<file path="src/rtl/zop_pkg.sv">
package zop_pkg;
  localparam int OPW   = 5;
  localparam int SLOTS = 4;
  localparam int IW    = OPW * SLOTS;

  typedef enum logic [OPW-1:0] {
    OP_NOP   = 5'd0,
    OP_ADD   = 5'd1,
    OP_XOR   = 5'd2,
    OP_AND   = 5'd3,
    OP_NOT   = 5'd4,
    OP_DUP   = 5'd5,
    OP_DROP  = 5'd6,
    OP_SWAP  = 5'd7,
    OP_OVER  = 5'd8,
    OP_LIT   = 5'd9,
    OP_FETCH = 5'd10,
    OP_STORE = 5'd11,
    OP_JMP   = 5'd12,
    OP_JZ    = 5'd13,
    OP_CALL  = 5'd14,
    OP_RET   = 5'd15
  } op_e;

  typedef enum logic [1:0] {
    ST_FETCH = 2'd0,
    ST_LOAD  = 2'd1,
    ST_EXEC  = 2'd2,
    ST_ARG   = 2'd3
  } seq_e;
endpackage

</file>
<file path="src/rtl/zop_alu.sv">
module zop_alu #(
  parameter int DW = 16
) (
  input  logic [DW-1:0] t_i,
  input  logic [DW-1:0] s_i,
  output logic [DW-1:0] sum_o,
  output logic [DW-1:0] xor_o,
  output logic [DW-1:0] and_o,
  output logic [DW-1:0] inv_o
);
  // Every candidate is formed in parallel; the sequencer only picks one.
  assign sum_o = t_i + s_i;
  assign xor_o = t_i ^ s_i;
  assign and_o = t_i & s_i;
  assign inv_o = ~t_i;
endmodule

</file>
<file path="src/rtl/zop_lifo.sv">
module zop_lifo #(
  parameter int W     = 16,
  parameter int DEPTH = 8
) (
  input  logic         clk,
  input  logic         rst_n,
  input  logic         push_i,
  input  logic         pop_i,
  input  logic         pop2_i,
  input  logic [W-1:0] wdata_i,
  output logic [W-1:0] top_o,
  output logic [W-1:0] next_o
);
  // DEPTH must be a power of two so pointer arithmetic wraps the ring.
  localparam int PW = $clog2(DEPTH);

  logic [PW-1:0] ptr_q, ptr_d, wptr;
  logic [W-1:0]  mem_q [DEPTH];

  assign wptr = ptr_q + 1'b1;

  always_comb begin
    ptr_d = ptr_q;
    if (push_i)      ptr_d = ptr_q + PW'(1);
    else if (pop_i)  ptr_d = ptr_q - PW'(1);
    else if (pop2_i) ptr_d = ptr_q - PW'(2);
  end

  always_ff @(posedge clk or negedge rst_n) begin
    if (!rst_n) ptr_q <= '0;
    else        ptr_q <= ptr_d;
  end

  always_ff @(posedge clk or negedge rst_n) begin
    if (!rst_n) begin
      for (int e = 0; e < DEPTH; e++) mem_q[e] <= '0;
    end else if (push_i) begin
      mem_q[wptr] <= wdata_i;
    end
  end

  assign top_o  = mem_q[ptr_q];
  assign next_o = mem_q[ptr_q - 1'b1];


  single_move_chk: assert property (@(posedge clk) disable iff (!rst_n)
    $countones({push_i, pop_i, pop2_i}) <= 1);


  push_visible_chk: assert property (@(posedge clk) disable iff (!rst_n)
    push_i |=> top_o == $past(wdata_i));
endmodule

</file>
<file path="src/rtl/zop_core.sv">
module zop_core
  import zop_pkg::*;
#(
  parameter int DW     = 16,
  parameter int AW     = 8,
  parameter int DDEPTH = 8,
  parameter int RDEPTH = 8
) (
  input  logic          clk,
  input  logic          rst_n,
  output logic [AW-1:0] imem_addr,
  input  logic [IW-1:0] imem_rdata,
  output logic [DW-1:0] dmem_addr,
  output logic [DW-1:0] dmem_wdata,
  output logic          dmem_we,
  input  logic [DW-1:0] dmem_rdata,
  output logic [DW-1:0] dbg_t,
  output logic [DW-1:0] dbg_s,
  output logic [AW-1:0] dbg_pc
);
  localparam int SW = $clog2(SLOTS);

  // reset release synchronizer
  logic [1:0] rsync_q;
  logic       rst_core_n;
  always_ff @(posedge clk or negedge rst_n) begin
    if (!rst_n) rsync_q <= '0;
    else        rsync_q <= {rsync_q[0], 1'b1};
  end
  assign rst_core_n = rsync_q[1];

  seq_e            state_q, state_d;
  logic [AW-1:0]   pc_q, pc_d;
  logic [IW-1:0]   ir_q, ir_d;
  logic [SW-1:0]   slot_q, slot_d;
  logic [DW-1:0]   t_q, t_d, s_q, s_d;
  logic            ir_en;

  logic [OPW-1:0]  op;
  logic            last_slot, adv;
  logic [DW-1:0]   sum_w, xor_w, and_w, inv_w;
  logic            dpush, dpop, dpop2, rpush, rpop;
  logic [DW-1:0]   dtop, dnext;
  logic [AW-1:0]   rtop, rnext_unused, ret_addr;

  assign op        = OPW'(ir_q >> (OPW * (SLOTS - 1 - int'(slot_q))));
  assign last_slot = (slot_q == SW'(SLOTS - 1));
  assign ret_addr  = pc_q + 1'b1;

  zop_alu #(.DW(DW)) u_alu (
    .t_i(t_q), .s_i(s_q),
    .sum_o(sum_w), .xor_o(xor_w), .and_o(and_w), .inv_o(inv_w)
  );

  zop_lifo #(.W(DW), .DEPTH(DDEPTH)) u_dstack (
    .clk(clk), .rst_n(rst_core_n),
    .push_i(dpush), .pop_i(dpop), .pop2_i(dpop2),
    .wdata_i(s_q), .top_o(dtop), .next_o(dnext)
  );

  zop_lifo #(.W(AW), .DEPTH(RDEPTH)) u_rstack (
    .clk(clk), .rst_n(rst_core_n),
    .push_i(rpush), .pop_i(rpop), .pop2_i(1'b0),
    .wdata_i(ret_addr), .top_o(rtop), .next_o(rnext_unused)
  );

  // next-state logic
  always_comb begin
    state_d = state_q;
    pc_d    = pc_q;
    ir_d    = ir_q;
    ir_en   = 1'b0;
    slot_d  = slot_q;
    t_d     = t_q;
    s_d     = s_q;
    dpush   = 1'b0;
    dpop    = 1'b0;
    dpop2   = 1'b0;
    rpush   = 1'b0;
    rpop    = 1'b0;
    dmem_we = 1'b0;
    adv     = 1'b0;
    unique case (state_q)
      ST_FETCH: state_d = ST_LOAD;
      ST_LOAD: begin
        ir_en   = 1'b1;
        ir_d    = imem_rdata;
        pc_d    = pc_q + 1'b1;
        slot_d  = '0;
        state_d = ST_EXEC;
      end
      ST_EXEC: begin
        case (op)
          OP_ADD:   begin t_d = sum_w; s_d = dtop; dpop = 1'b1; adv = 1'b1; end
          OP_XOR:   begin t_d = xor_w; s_d = dtop; dpop = 1'b1; adv = 1'b1; end
          OP_AND:   begin t_d = and_w; s_d = dtop; dpop = 1'b1; adv = 1'b1; end
          OP_NOT:   begin t_d = inv_w; adv = 1'b1; end
          OP_DUP:   begin s_d = t_q; dpush = 1'b1; adv = 1'b1; end
          OP_DROP:  begin t_d = s_q; s_d = dtop; dpop = 1'b1; adv = 1'b1; end
          OP_SWAP:  begin t_d = s_q; s_d = t_q; adv = 1'b1; end
          OP_OVER:  begin t_d = s_q; s_d = t_q; dpush = 1'b1; adv = 1'b1; end
          OP_FETCH: begin t_d = dmem_rdata; adv = 1'b1; end
          OP_STORE: begin
            dmem_we = 1'b1;
            t_d = dtop; s_d = dnext; dpop2 = 1'b1; adv = 1'b1;
          end
          OP_RET:   begin pc_d = rtop; rpop = 1'b1; state_d = ST_FETCH; end
          OP_LIT, OP_JMP, OP_JZ, OP_CALL: state_d = ST_ARG;
          default:  adv = 1'b1;
        endcase
      end
      ST_ARG: begin
        case (op)
          OP_LIT: begin
            s_d = t_q; t_d = imem_rdata[DW-1:0]; dpush = 1'b1;
            pc_d = pc_q + 1'b1; adv = 1'b1;
          end
          OP_JMP: begin pc_d = imem_rdata[AW-1:0]; state_d = ST_FETCH; end
          OP_JZ: begin
            t_d = s_q; s_d = dtop; dpop = 1'b1;
            if (t_q == '0) begin
              pc_d = imem_rdata[AW-1:0]; state_d = ST_FETCH;
            end else begin
              pc_d = pc_q + 1'b1; adv = 1'b1;
            end
          end
          OP_CALL: begin
            rpush = 1'b1; pc_d = imem_rdata[AW-1:0]; state_d = ST_FETCH;
          end
          default: state_d = ST_FETCH;
        endcase
      end
      default: state_d = ST_FETCH;
    endcase
    if (adv) begin
      if (last_slot) state_d = ST_FETCH;
      else begin
        slot_d  = slot_q + 1'b1;
        state_d = ST_EXEC;
      end
    end
  end

  // registers
  always_ff @(posedge clk or negedge rst_core_n) begin
    if (!rst_core_n) begin
      state_q <= ST_FETCH;
      pc_q    <= '0;
      slot_q  <= '0;
      t_q     <= '0;
      s_q     <= '0;
    end else begin
      state_q <= state_d;
      pc_q    <= pc_d;
      slot_q  <= slot_d;
      t_q     <= t_d;
      s_q     <= s_d;
    end
  end

  always_ff @(posedge clk or negedge rst_core_n) begin
    if (!rst_core_n)  ir_q <= '0;
    else if (ir_en)   ir_q <= ir_d;
  end

  assign imem_addr  = pc_q;
  assign dmem_addr  = t_q;
  assign dmem_wdata = s_q;
  assign dbg_t      = t_q;
  assign dbg_s      = s_q;
  assign dbg_pc     = pc_q;


  load_step_chk: assert property (@(posedge clk) disable iff (!rst_core_n)
    state_q == ST_LOAD |=> (state_q == ST_EXEC && slot_q == '0 &&
                            pc_q == $past(pc_q) + 1'b1));


  exec_pc_hold_chk: assert property (@(posedge clk) disable iff (!rst_core_n)
    (state_q == ST_EXEC && op != OP_RET) |=> $stable(pc_q));


  add_result_chk: assert property (@(posedge clk) disable iff (!rst_core_n)
    (state_q == ST_EXEC && op == OP_ADD) |=> t_q == $past(t_q) + $past(s_q));


  jump_target_chk: assert property (@(posedge clk) disable iff (!rst_core_n)
    (state_q == ST_ARG && op == OP_JMP) |=>
      (state_q == ST_FETCH && pc_q == $past(imem_rdata[AW-1:0])));


  store_strobe_chk: assert property (@(posedge clk) disable iff (!rst_core_n)
    dmem_we |=> !dmem_we);
endmodule

</file>
<file path="config.mk">
export PLATFORM = sky130hd
export DESIGN_NAME = zop_core
export DESIGN_NICKNAME = d
export VERILOG_FILES = /design/src/rtl/zop_pkg.sv /design/src/rtl/zop_alu.sv /design/src/rtl/zop_lifo.sv /design/src/rtl/zop_core.sv
export SDC_FILE = /design/constraint.sdc
export NUM_CORES = 1
export LEC_CHECK = 0
export BUFFER_PORTS_ARGS = -buffer_cell sky130_fd_sc_hd__clkbuf_2
export CORE_UTILIZATION = 23
export DETAILED_ROUTE_END_ITERATION = 8
export PLACE_DENSITY_LB_ADDON = 0.12
export SETUP_SLACK_MARGIN = 0.5
export SYNTH_ARGS = -nofsm -noshare
export SYNTH_HDL_FRONTEND = slang
export SYNTH_SLANG_ARGS = --single-unit
</file>
<file path="constraint.sdc">
create_clock -name clk -period 9.8 [get_ports clk]
set_input_delay 0 -clock clk [delete_from_list [all_inputs] [get_ports clk]]
set_output_delay 0 -clock clk [all_outputs]
set_load 0.02 [all_outputs]
</file>
==> impl_metrics.yaml, run 1 <==
outcome:
  status: "finished with violations"
  failed_checks: "design-rule violations"
worst_setup_path:
  cp_data_required_time_ns: 10.21
  critPathBufInv: 1
  path_delay_family: "simple AND/OR/NAND/NOR gates"
  critPathMaxFanout: 26
  arrival_ns: 4.23
  startpoint_type: "flop"
  endpoint_kind: "flop"
  slowest_delay_ns: 0.93
  worstSetupPathType: "flop to flop"
  cp_slowest_cell: "dfrtp_1"
  cp_cell_sequence: "clkinv_1, nor2_1, and4_1, a31o_2, a22o_1, mux2i_1, xnor2_1"
detailed_routing:
  drc: 6
  vias: 11200
  wl_per_cell_um: 23.8
  first_pass_iters: 9
  drt_iter0_drc: 730
  antenna_left: 0
  via_per_inst: 4.99
  routed_wl_um: 53300
die:
  coreArea_sq_um: 66100
  dieHeight_um: 261
  top_level_ports: 119
  dieArea_sq_um: 68200
  start_util: 0.234
  die_width_um: 261
  rows: 94
clocking:
  cts_tree: "yes"
  clkTransAtPathRegs_ns: 0.06
  cts_root_buffer: "clkbuf_16"
  cts_resized: 0
  clk_latency_ns: 0.56
  clkSinkCount: 264
  hold_buffers: 34
  clockBufferDepth: 3
  cts-htree-levels: 2
  postCtsSetupBuffers: 0
  numCtsBuffers: 35
global_routing:
  antenna_found_initial: 1
  grt_pass1_vias: 11400
  grt.overflow.total: 0
  grt_max_degree: 151
  grt_first_pass_wirelength_um: 79500
  grt_usage: 0.158
placement:
  numPortBuffers: 118
  dp_hpwl_um: 35500
  pre_cts_ws_ns: 5.97
  place.gp.congestion: 0.799
run:
  maxCapViolCount: 0
yosys:
  async_flop_share: 1.00
  synth-main-ff-cell: "dfrtp_1"
  ys_warn_count: 0
  yosysSeqAreaShare: 0.428
  syn_nets: 1341
  synth_top_area_frac: 0.428
  syn_area_per_cell_sq_um: 12.1
  synth_enable_flop_cells: 0
  synth_area_leaders: "dfrtp_1, mux4_2, mux2_2, mux2_1, buf_4"
  synth_area_leader_cell: "dfrtp_1"
  syn-cell-area_sq_um: 15400
  synth_cell_type_count: 84
  syn_inst: 1280
  synth_common_cells: "dfrtp_1, mux2_2, mux4_2, nand2_1, nor2_1"
  ys_ff_latch: 264
  synth.most_common_cell: "dfrtp_1"
sta:
  maxSlewHeadroom: 0.253
  rsz0062_at_grt: "false"
  fin_crit_ns: 3.82
  finalClockSkew_ns: 0.0259
  holdWs_ns: 0.0112
  fin_crit_sh: 0.390
  setup_violations: 0
  worst_slack_ns: 5.98
  worstMarginPinSlew_ns: 1.12
  fin_setup_tns_ns: 0
  max_freq_ghz: 0.262
  hold_viol: 0
  drv_slew: 0
layout:
  drive_gt1_frac: 0.334
  n_fill_cell: 6876
  syn2layout_area_growth_pct: 16.1
  finalNetCount: 1407
power:
  power_density_nw_per_um2: 327
  ir_drop_uv: 158
  leakage_uw: 0.00781
worst_hold_path:
  hp-class: "input pin to flop"
==> worst reg2reg max path: cells and delay by family, from the launching register on <==
kind | cells | cell delay, ns
buf+inv | 1 | 0.50
simple gates | 2 | 1.62
compound gates | 2 | 0.42
xor+xnor | 1 | 0.15
mux | 1 | 0.08
flops | 1 | 0.93
==> worst paths after layout <==
path,from,cells after the start,end,slack [ns]
min,dmem_rdata[2],5,dbg_t[2],0.01
max in group asynchronous,rsync_q[1],1,u_dstack.ptr_q[0],7.75
min in group asynchronous,rst_n,3,rsync_q[1],0.32
max,state_q[0],7,u_dstack.ptr_q[2],5.98
min reg2reg,rsync_q[0],0,rsync_q[1],0.35
max reg2reg,state_q[0],7,u_dstack.ptr_q[2],5.98
==> flip-flops by register name (all words and copies together) (netlist names) <==
register and count:
u_dstack.mem_q 128, u_rstack.mem_q 64, ir_q 20, dbg_s 16, dbg_t 16, dbg_pc 8, u_dstack.ptr_q 3, u_rstack.ptr_q 3
rsync_q 2, slot_q 2, state_q 2
==> power by group <==
part,switching (uW),total (uW),internal [uW]
Clock,533,1250,720
Sequential,498,1880,1390
Combinational,1630,2730,1100
Total,2660,5860,3200
==> metal layers <==
metal	GRT usage	wire [um]	share of wire
met1	0.220	24900	0.47
met2	0.251	24600	0.46
met3	0.0285	2610	0.049
met4	0.0428	1170	0.022
met5	0	0	0
==> placed cells by master (no fill, tap or decap), types with 6 or more instances in the layout <==
cell type and n:
a211oi_1 12, a21oi_1 59, a221o_1 17, a221oi_1 8, a222oi_1 10, a22oi_1 17
a31oi_1 11, and3_1 7, buf_4 13, clkbuf_1 12, clkbuf_16 35, clkbuf_2 118
clkbuf_8 7, dfrtp_1 262, dlygate4sd3_1 34, ha_1 21, inv_1 26, mux2_1 37
mux2_2 148, mux2i_1 28, mux4_2 85, nand2_1 85, nand3_1 8, nand4_1 6
nor2_1 64, nor2b_1 7, nor4_4 6, o211ai_1 11, o21ai_0 52, o221ai_1 11
o22ai_1 11, or3_1 6, xnor2_1 17, xor2_1 6
==> final cells by class <==
| type | count | area (sq um) | share of cell area |
|---|---|---|---|
| antenna | 1 | 2.50 | 0.000140 |
| inverter | 28 | 105 | 0.00586 |
| sequential | 264 | 6610 | 0.369 |
| tap | 864 | 1080 | 0.0603 |
| clock buffer | 54 | 1020 | 0.0567 |
| multi-input combinational | 851 | 7990 | 0.446 |
| timing repair buffer | 166 | 1050 | 0.0585 |
| clock inverter | 7 | 75.1 | 0.00419 |
==> kinds of logic (layout without fill, tap and decap cells) <==
logic type,Yosys count,count (layout),share of synthesized area
AO/OA/AOI/OAI,274,274,0.125
flip-flops,264,264,0.428
other,1,2,0.000243
XOR/XNOR,24,24,0.0136
multiplexers,298,298,0.277
buffers and inverters,165,255,0.0573
AND/OR/NAND/NOR,231,231,0.0799
adder cells (fa/ha/maj),23,23,0.0191
==> per-stage QoR <==
| stage | area, sq um | utilization | cells | power [uW] |
|---|---|---|---|---|
| finish | 17900 | 0.271 | 2235 | 5860 |
| global route | 17900 | 0.271 | 2234 | 6240 |
| CTS | 17900 | 0.271 | 2234 | 5940 |
| detailed placement | 16500 | 0.250 | 2139 | 4640 |
| global placement | 16500 | 0.250 | 2139 | 4620 |
| floorplan | 15400 | - | 1280 | 3810 |
Power figures use the tool's default switching activity.
==> run 2: changes to the inputs <==
--- a/config.mk
+++ b/config.mk
@@ -5,6 +5,7 @@
 export SDC_FILE = /design/constraint.sdc
 export NUM_CORES = 1
 export LEC_CHECK = 0
+export ABC_AREA = 1
 export BUFFER_PORTS_ARGS = -buffer_cell sky130_fd_sc_hd__clkbuf_2
 export CORE_UTILIZATION = 23
 export DETAILED_ROUTE_END_ITERATION = 8
==> constraint.sdc (replaced) <==
create_clock -name clk -period 3.4 [get_ports clk]
set_input_delay 0 -clock clk [delete_from_list [all_inputs] [get_ports clk]]
set_output_delay 0 -clock clk [all_outputs]
set_load 0.02 [all_outputs]
==> run 2 against run 1 <==
Compared with the run above: the run now ends clean; synthesized cell count rose by 76%; first-iteration DRC count rose by 67%; register-to-register slack got worse by 5.2 ns; clock skew rose by 0.0052 ns; cell count rose by 48%; clock power rose to 3.2 times the previous value; hold slack got worse by 0.0036 ns; highest routed layer unchanged; die area rose by 6.0%; synthesized area rose by 6.1%; critical path type is now flop to output pin.
==> impl_metrics.yaml, run 2 <==
worst_setup_path:
  worstSetupPathType: "flop to output pin"
  cp_data_required_time_ns: 3.40
  critPathMaxFanout: 17
  startpoint_type: "flop"
  arrival_ns: 2.72
  endpoint_kind: "output pin"
clocking:
  clockBufferDepth: 3
  cts_root_buffer: "clkbuf_16"
  clkTransAtPathRegs_ns: 0.06
  clk_latency_ns: 0.56
  numCtsBuffers: 37
  cts-htree-levels: 2
  clkSinkCount: 264
  cts_tree: "yes"
yosys:
  synth.most_common_cell: "nand2_1"
  synth_enable_flop_cells: 0
  synth-main-ff-cell: "dfrtp_1"
  ys_ff_latch: 264
  synth_area_leader_cell: "dfrtp_1"
  async_flop_share: 1.00
  syn_nets: 2312
  synth_top_area_frac: 0.403
  syn_inst: 2251
  yosysSeqAreaShare: 0.403
  syn-cell-area_sq_um: 16400
  syn_area_per_cell_sq_um: 7.28
  synth_common_cells: "nand2_1, dfrtp_1, o21ai_0, nor2_1, nand3_1"
  ys_warn_count: 0
  synth_cell_type_count: 51
  synth_area_leaders: "dfrtp_1, nand2_1, o21ai_0, nand3_1, nor2_1"
detailed_routing:
  drc: 0
  wl_per_cell_um: 20.3
  via_per_inst: 4.84
  first_pass_iters: 5
  antenna_left: 0
  drt_iter0_drc: 1220
  routed_wl_um: 67000
  vias: 16000
sta:
  maxSlewHeadroom: 0.372
  fin_crit_ns: 2.72
  rsz0062_at_grt: "true"
  drv_slew: 0
  fin_crit_sh: 0.801
  finalClockSkew_ns: 0.0311
  setup_violations: 0
  hold_viol: 0
  holdWs_ns: 0.00765
  max_freq_ghz: 0.367
  worstMarginPinSlew_ns: 0.940
  fin_setup_tns_ns: 0
die:
  dieArea_sq_um: 72300
  rows: 97
  coreArea_sq_um: 70300
  start_util: 0.233
  top_level_ports: 119
  die_width_um: 269
  dieHeight_um: 269
worst_hold_path:
  hp-class: "input pin to flop"
global_routing:
  use_met1: 0.257
  grt_max_degree: 134
  grt_first_pass_wirelength_um: 101000
  met2_usage: 0.303
  grt.busiest_layer: "met2"
  grt_pass1_vias: 15500
  antenna_found_initial: 2
  use_met3: 0.0218
  grt_usage: 0.187
  grt.overflow.total: 0
placement:
  numPortBuffers: 118
  dp_hpwl_um: 45700
  place.gp.congestion: 0.854
  dp.cells: 3204
power:
  ir_drop_uv: 632
  leakage_uw: 0.00883
  power_density_nw_per_um2: 1170
layout:
  top_register: "u_dstack.mem_q"
  biggestRegsByFlops: "u_dstack.mem_q (128), u_rstack.mem_q (64), ir_q (20)"
  final_cell_mix: "nand2_1, dfrtp_1, o21ai_0"
  syn2layout_area_growth_pct: 19.1
  n_fill_cell: 7734
  finalNetCount: 2403
  diodes: 0
  final_cells: 3308
  largest_reg_flops: 128
  mostFrequentLayoutCell: "nand2_1"
  drive_gt1_frac: 0.139
run:
  maxCapViolCount: 0
outcome:
  status: "finished clean"
run 2: changes by cell type after synthesis, moves of 38 or more:
cell | previous run | this run
nand2_1 | 85 | 598
o21ai_0 | 52 | 245
nand3_1 | 8 | 155
mux2_2 | 148 | 3
nor2_1 | 65 | 203
o21ai_1 | 5 | 130
inv_1 | 26 | 127
mux4_2 | 85 | 0
a21oi_1 | 59 | 130
clkbuf_1 | 45 | 83
run 2: timing repair:
item,CTS,global route
setup endpoints to repair,33,205
endpoints found under the hold margin,40,0
setup buffers,0,6
gates resized for setup,7,24
hold buffers,33,0
pin swaps,0,3
gates cloned,0,0
run 2: cells by family (layout without fill, tap and decap cells):
kind of cell	Yosys count	count (layout)	synth area share
xor+xnor	22	22	0.0118
buf+inv	314	431	0.0922
simple gates	1015	1015	0.265
fa+ha+maj	23	23	0.0180
mux	3	3	0.00206
other cells	1	1	0.000229
compound gates	609	609	0.208
flops	264	264	0.403
run 2: final timing paths:
kind                                    start                  end  slack [ns]  depth (start not counted)
worst max-delay path                slot_q[0]              dmem_we        0.68                         11
min in group asynchronous               rst_n           rsync_q[1]        0.29                          3
max in group asynchronous          rsync_q[1]   u_rstack.mem_q[25]        2.00                          1
worst min register to register     rsync_q[0]           rsync_q[1]        0.36                          0
worst min-delay path            dmem_rdata[6]             dbg_t[6]       0.008                          7
worst max register to register      slot_q[0]  u_dstack.mem_q[103]        0.73                         15
run 2: area by class of cell:
cell class	count	area, sq um	share of cell area
multi-input combinational	1673	8350	0.428
sequential	264	6610	0.339
timing repair buffer	226	1610	0.0825
tap	940	1180	0.0603
clock buffer	55	1080	0.0555
inverter	140	558	0.0286
clock inverter	10	123	0.00628
run 2: report_power, final:
part           total (uW)  leakage, uW  internal, uW  switching [uW]
logic               13700      0.00473          4320            9380
clock network        3940     0.000598          2360            1580
registers            5240      0.00350          4140            1090
run 2: worst max-delay path, cell delays in order (launching register included):
cell and delay, ns:
dfrtp_1 0.42, buf_6 0.17, nand2_1 0.09, nand3_1 0.13, nand2_2 0.16, nor2_4 0.22
inv_1 0.06, nor2_1 0.18, nand2_2 0.11, buf_4 0.23, nor2_4 0.17, clkbuf_4 0.23
run 2: per-stage QoR:
step                power [uW]  instance area [sq um]  utilization  setup WS, ns
floorplan                14400                  16400            -         0.612
global placement         18800                  17800        0.254         0.476
detailed placement       18800                  17800        0.254         0.420
CTS                      23000                  19400        0.276         0.466
global route             24800                  19500        0.278         0.495
finish                   22900                  19500        0.278         0.678
run 2: metal layers:
metal	wire [um]	vias up	share of wire
met1	31600	7742	0.47
met3	2860	93	0.043
li1	-	7713	-
met5	0	-	0
met2	30600	454	0.46
met4	1990	0	0.030
==> run 3: changes to the inputs <==
==> constraint.sdc (replaced) <==
create_clock -name clk -period 2.52 [get_ports clk]
set_input_delay 0 -clock clk [delete_from_list [all_inputs] [get_ports clk]]
set_output_delay 0 -clock clk [all_outputs]
set_load 0.02 [all_outputs]
==> run 3 against run 2 <==
Compared with the run above: combinational power is 70% higher; wire length rose by 2.9%; highest routed layer is now met5; core utilization rose by 3.7 points; clock skew fell by 0.013 ns; clock-buffer cell count is 7 lower; clock power rose by 41%.
==> impl_metrics.yaml, run 3 (synthesis results as in run 2) <==
worst_setup_path:
  rr_startpoint: "slot_q[0]"
  endpoint_kind: "flop"
  worstRegToRegCells: 17
  setup.worst_path.start: "slot_q[0]"
  startpoint_type: "flop"
  regToRegEndpoint: "u_dstack.mem_q[89]"
  r2r_slack_ns: 0.02
  worstSetupPathType: "flop to flop"
  cp_data_required_time_ns: 2.94
  arrival_ns: 2.92
  critPathMaxFanout: 32
detailed_routing:
  routed_wl_um: 69000
  vias: 16500
  wl_per_cell_um: 20.1
  via_per_inst: 4.81
  antenna_left: 0
  drc: 0
  first_pass_iters: 5
  drt_iter0_drc: 1175
placement:
  numPortBuffers: 118
  dp_hpwl_um: 46200
  dp.cells: 3280
  place.gp.congestion: 0.890
layout:
  top_register: "u_dstack.mem_q"
  finalNetCount: 2520
  mostFrequentLayoutCell: "nand2_1"
  n_fill_cell: 7562
  drive_gt1_frac: 0.246
  final_cells: 3425
  final_cell_mix: "nand2_1, dfrtp_1, o21ai_0"
  diodes: 0
  largest_reg_flops: 128
  biggestRegsByFlops: "u_dstack.mem_q (128), u_rstack.mem_q (64), ir_q (20)"
  syn2layout_area_growth_pct: 35.0
sta:
  drv_slew: 0
  fin_crit_sh: 0.993
  hold_viol: 0
  max_freq_ghz: 0.400
  holdWs_ns: 0.0152
  fin_crit_ns: 2.50
  finalClockSkew_ns: 0.0176
  maxSlewHeadroom: 0.375
  setup_violations: 0
  rsz0062_at_grt: "true"
  worstMarginPinSlew_ns: 0.931
power:
  ir_drop_uv: 722
  leakage_uw: 0.00992
  power_density_nw_per_um2: 1620
  total_power_uw: 35800
global_routing:
  grt_first_pass_wirelength_um: 103000
  antenna_found_initial: 2
  grt_max_degree: 134
  grt_usage: 0.188
  grt_pass1_vias: 16000
  grt.overflow.total: 0
clocking:
  clkTransAtPathRegs_ns: 0.05
  clockBufferDepth: 3
  numCtsBuffers: 36
  clkSinkCount: 264
  clk_latency_ns: 0.56
  cts-htree-levels: 2
  cts_tree: "yes"
  cts_root_buffer: "clkbuf_16"
die:
  top_level_ports: 119
  coreArea_sq_um: 70300
  start_util: 0.233
  dieHeight_um: 269
  rows: 97
  dieArea_sq_um: 72300
  die_width_um: 269
worst_hold_path:
  min-delay-start: "dmem_rdata[10]"
  hp-class: "input pin to flop"
  hold_depth: 7
  hold_end: "dbg_t[10]"
run:
  maxCapViolCount: 0
outcome:
  status: "finished clean"
## run 3: worst max-delay path: stages, from the launching register on
cell and delay, ns:
dfrtp_2 0.47, buf_6 0.15, buf_16 0.13, buf_8 0.12
a21oi_4 0.13, nand2_4 0.09, nand2_8 0.11, inv_4 0.04
nor2_4 0.11, nand3_4 0.09, o21ai_4 0.07, nand2_2 0.08
o21ai_4 0.12, buf_12 0.18, nand4_4 0.10, buf_12 0.21
nand2_1 0.08, o21ai_1 0.06
## run 3: worst max-delay path by stage
stage	endpoint	slack, ns	cells after the start
5_1_grt	u_dstack.mem_q[71]	-0.1	17
2_1_floorplan	dbg_pc[0]	-0.13	0
6_report	u_dstack.mem_q[89]	0.02	17
3_3_place_gp	dbg_t[13]	0.008	13
4_1_cts	u_dstack.mem_q[94]	0.03	17
3_5_place_dp	dbg_t[0]	-0.03	14
## run 3: what timing repair did
item                                    4_1_cts  5_1_grt
endpoints found under the setup margin      243      243
cloned                                        9        7
gates resized for setup                     148      136
hold buffers                                 34        0
pin swaps                                    38       18
hold endpoints to repair                     42        0
buffers inserted                             21       10
## run 3: layout make-up
class / instances / area (sq um) / share of cell area
Inverter: 140 / 601 / 0.0272
Clock inverter: 16 / 220 / 0.00996
Timing Repair inverter: 1 / 16.3 / 0.000735
Multi-Input combinational cell: 1676 / 9260 / 0.419
Clock buffer: 48 / 1030 / 0.0464
Tap cell: 940 / 1180 / 0.0532
Timing Repair Buffer: 340 / 3200 / 0.145
Sequential cell: 264 / 6620 / 0.299
## run 3: routing by layer
metal / global-route usage / vias up / part of all wire
met3: 0.0292 / 106 / 0.042
met4: 0.0611 / 2 / 0.031
met2: 0.298 / 369 / 0.45
met5: 0 / - / 0.00014
met1: 0.259 / 8029 / 0.48
li1: - / 7966 / -
## run 3: power breakdown
| part | internal, uW | total, uW | switching (uW) |
|---|---|---|---|
| clock | 3380 | 5570 | 2180 |
| combinational | 8550 | 23300 | 14700 |
| sequential | 5600 | 6950 | 1350 |
## run 3: through the flow
stage | setup TNS [ns] | cell area, sq um | utilization | setup WS (ns)
2_1_floorplan | -32.90 | 16900 | - | -0.126
3_3_place_gp | 0 | 19000 | 0.270 | 0.00803
3_5_place_dp | -0.0898 | 19000 | 0.270 | -0.0303
4_1_cts | 0 | 21400 | 0.305 | 0.0324
5_1_grt | -5.74 | 22100 | 0.315 | -0.0996
6_report | 0 | 22100 | 0.315 | 0.0170
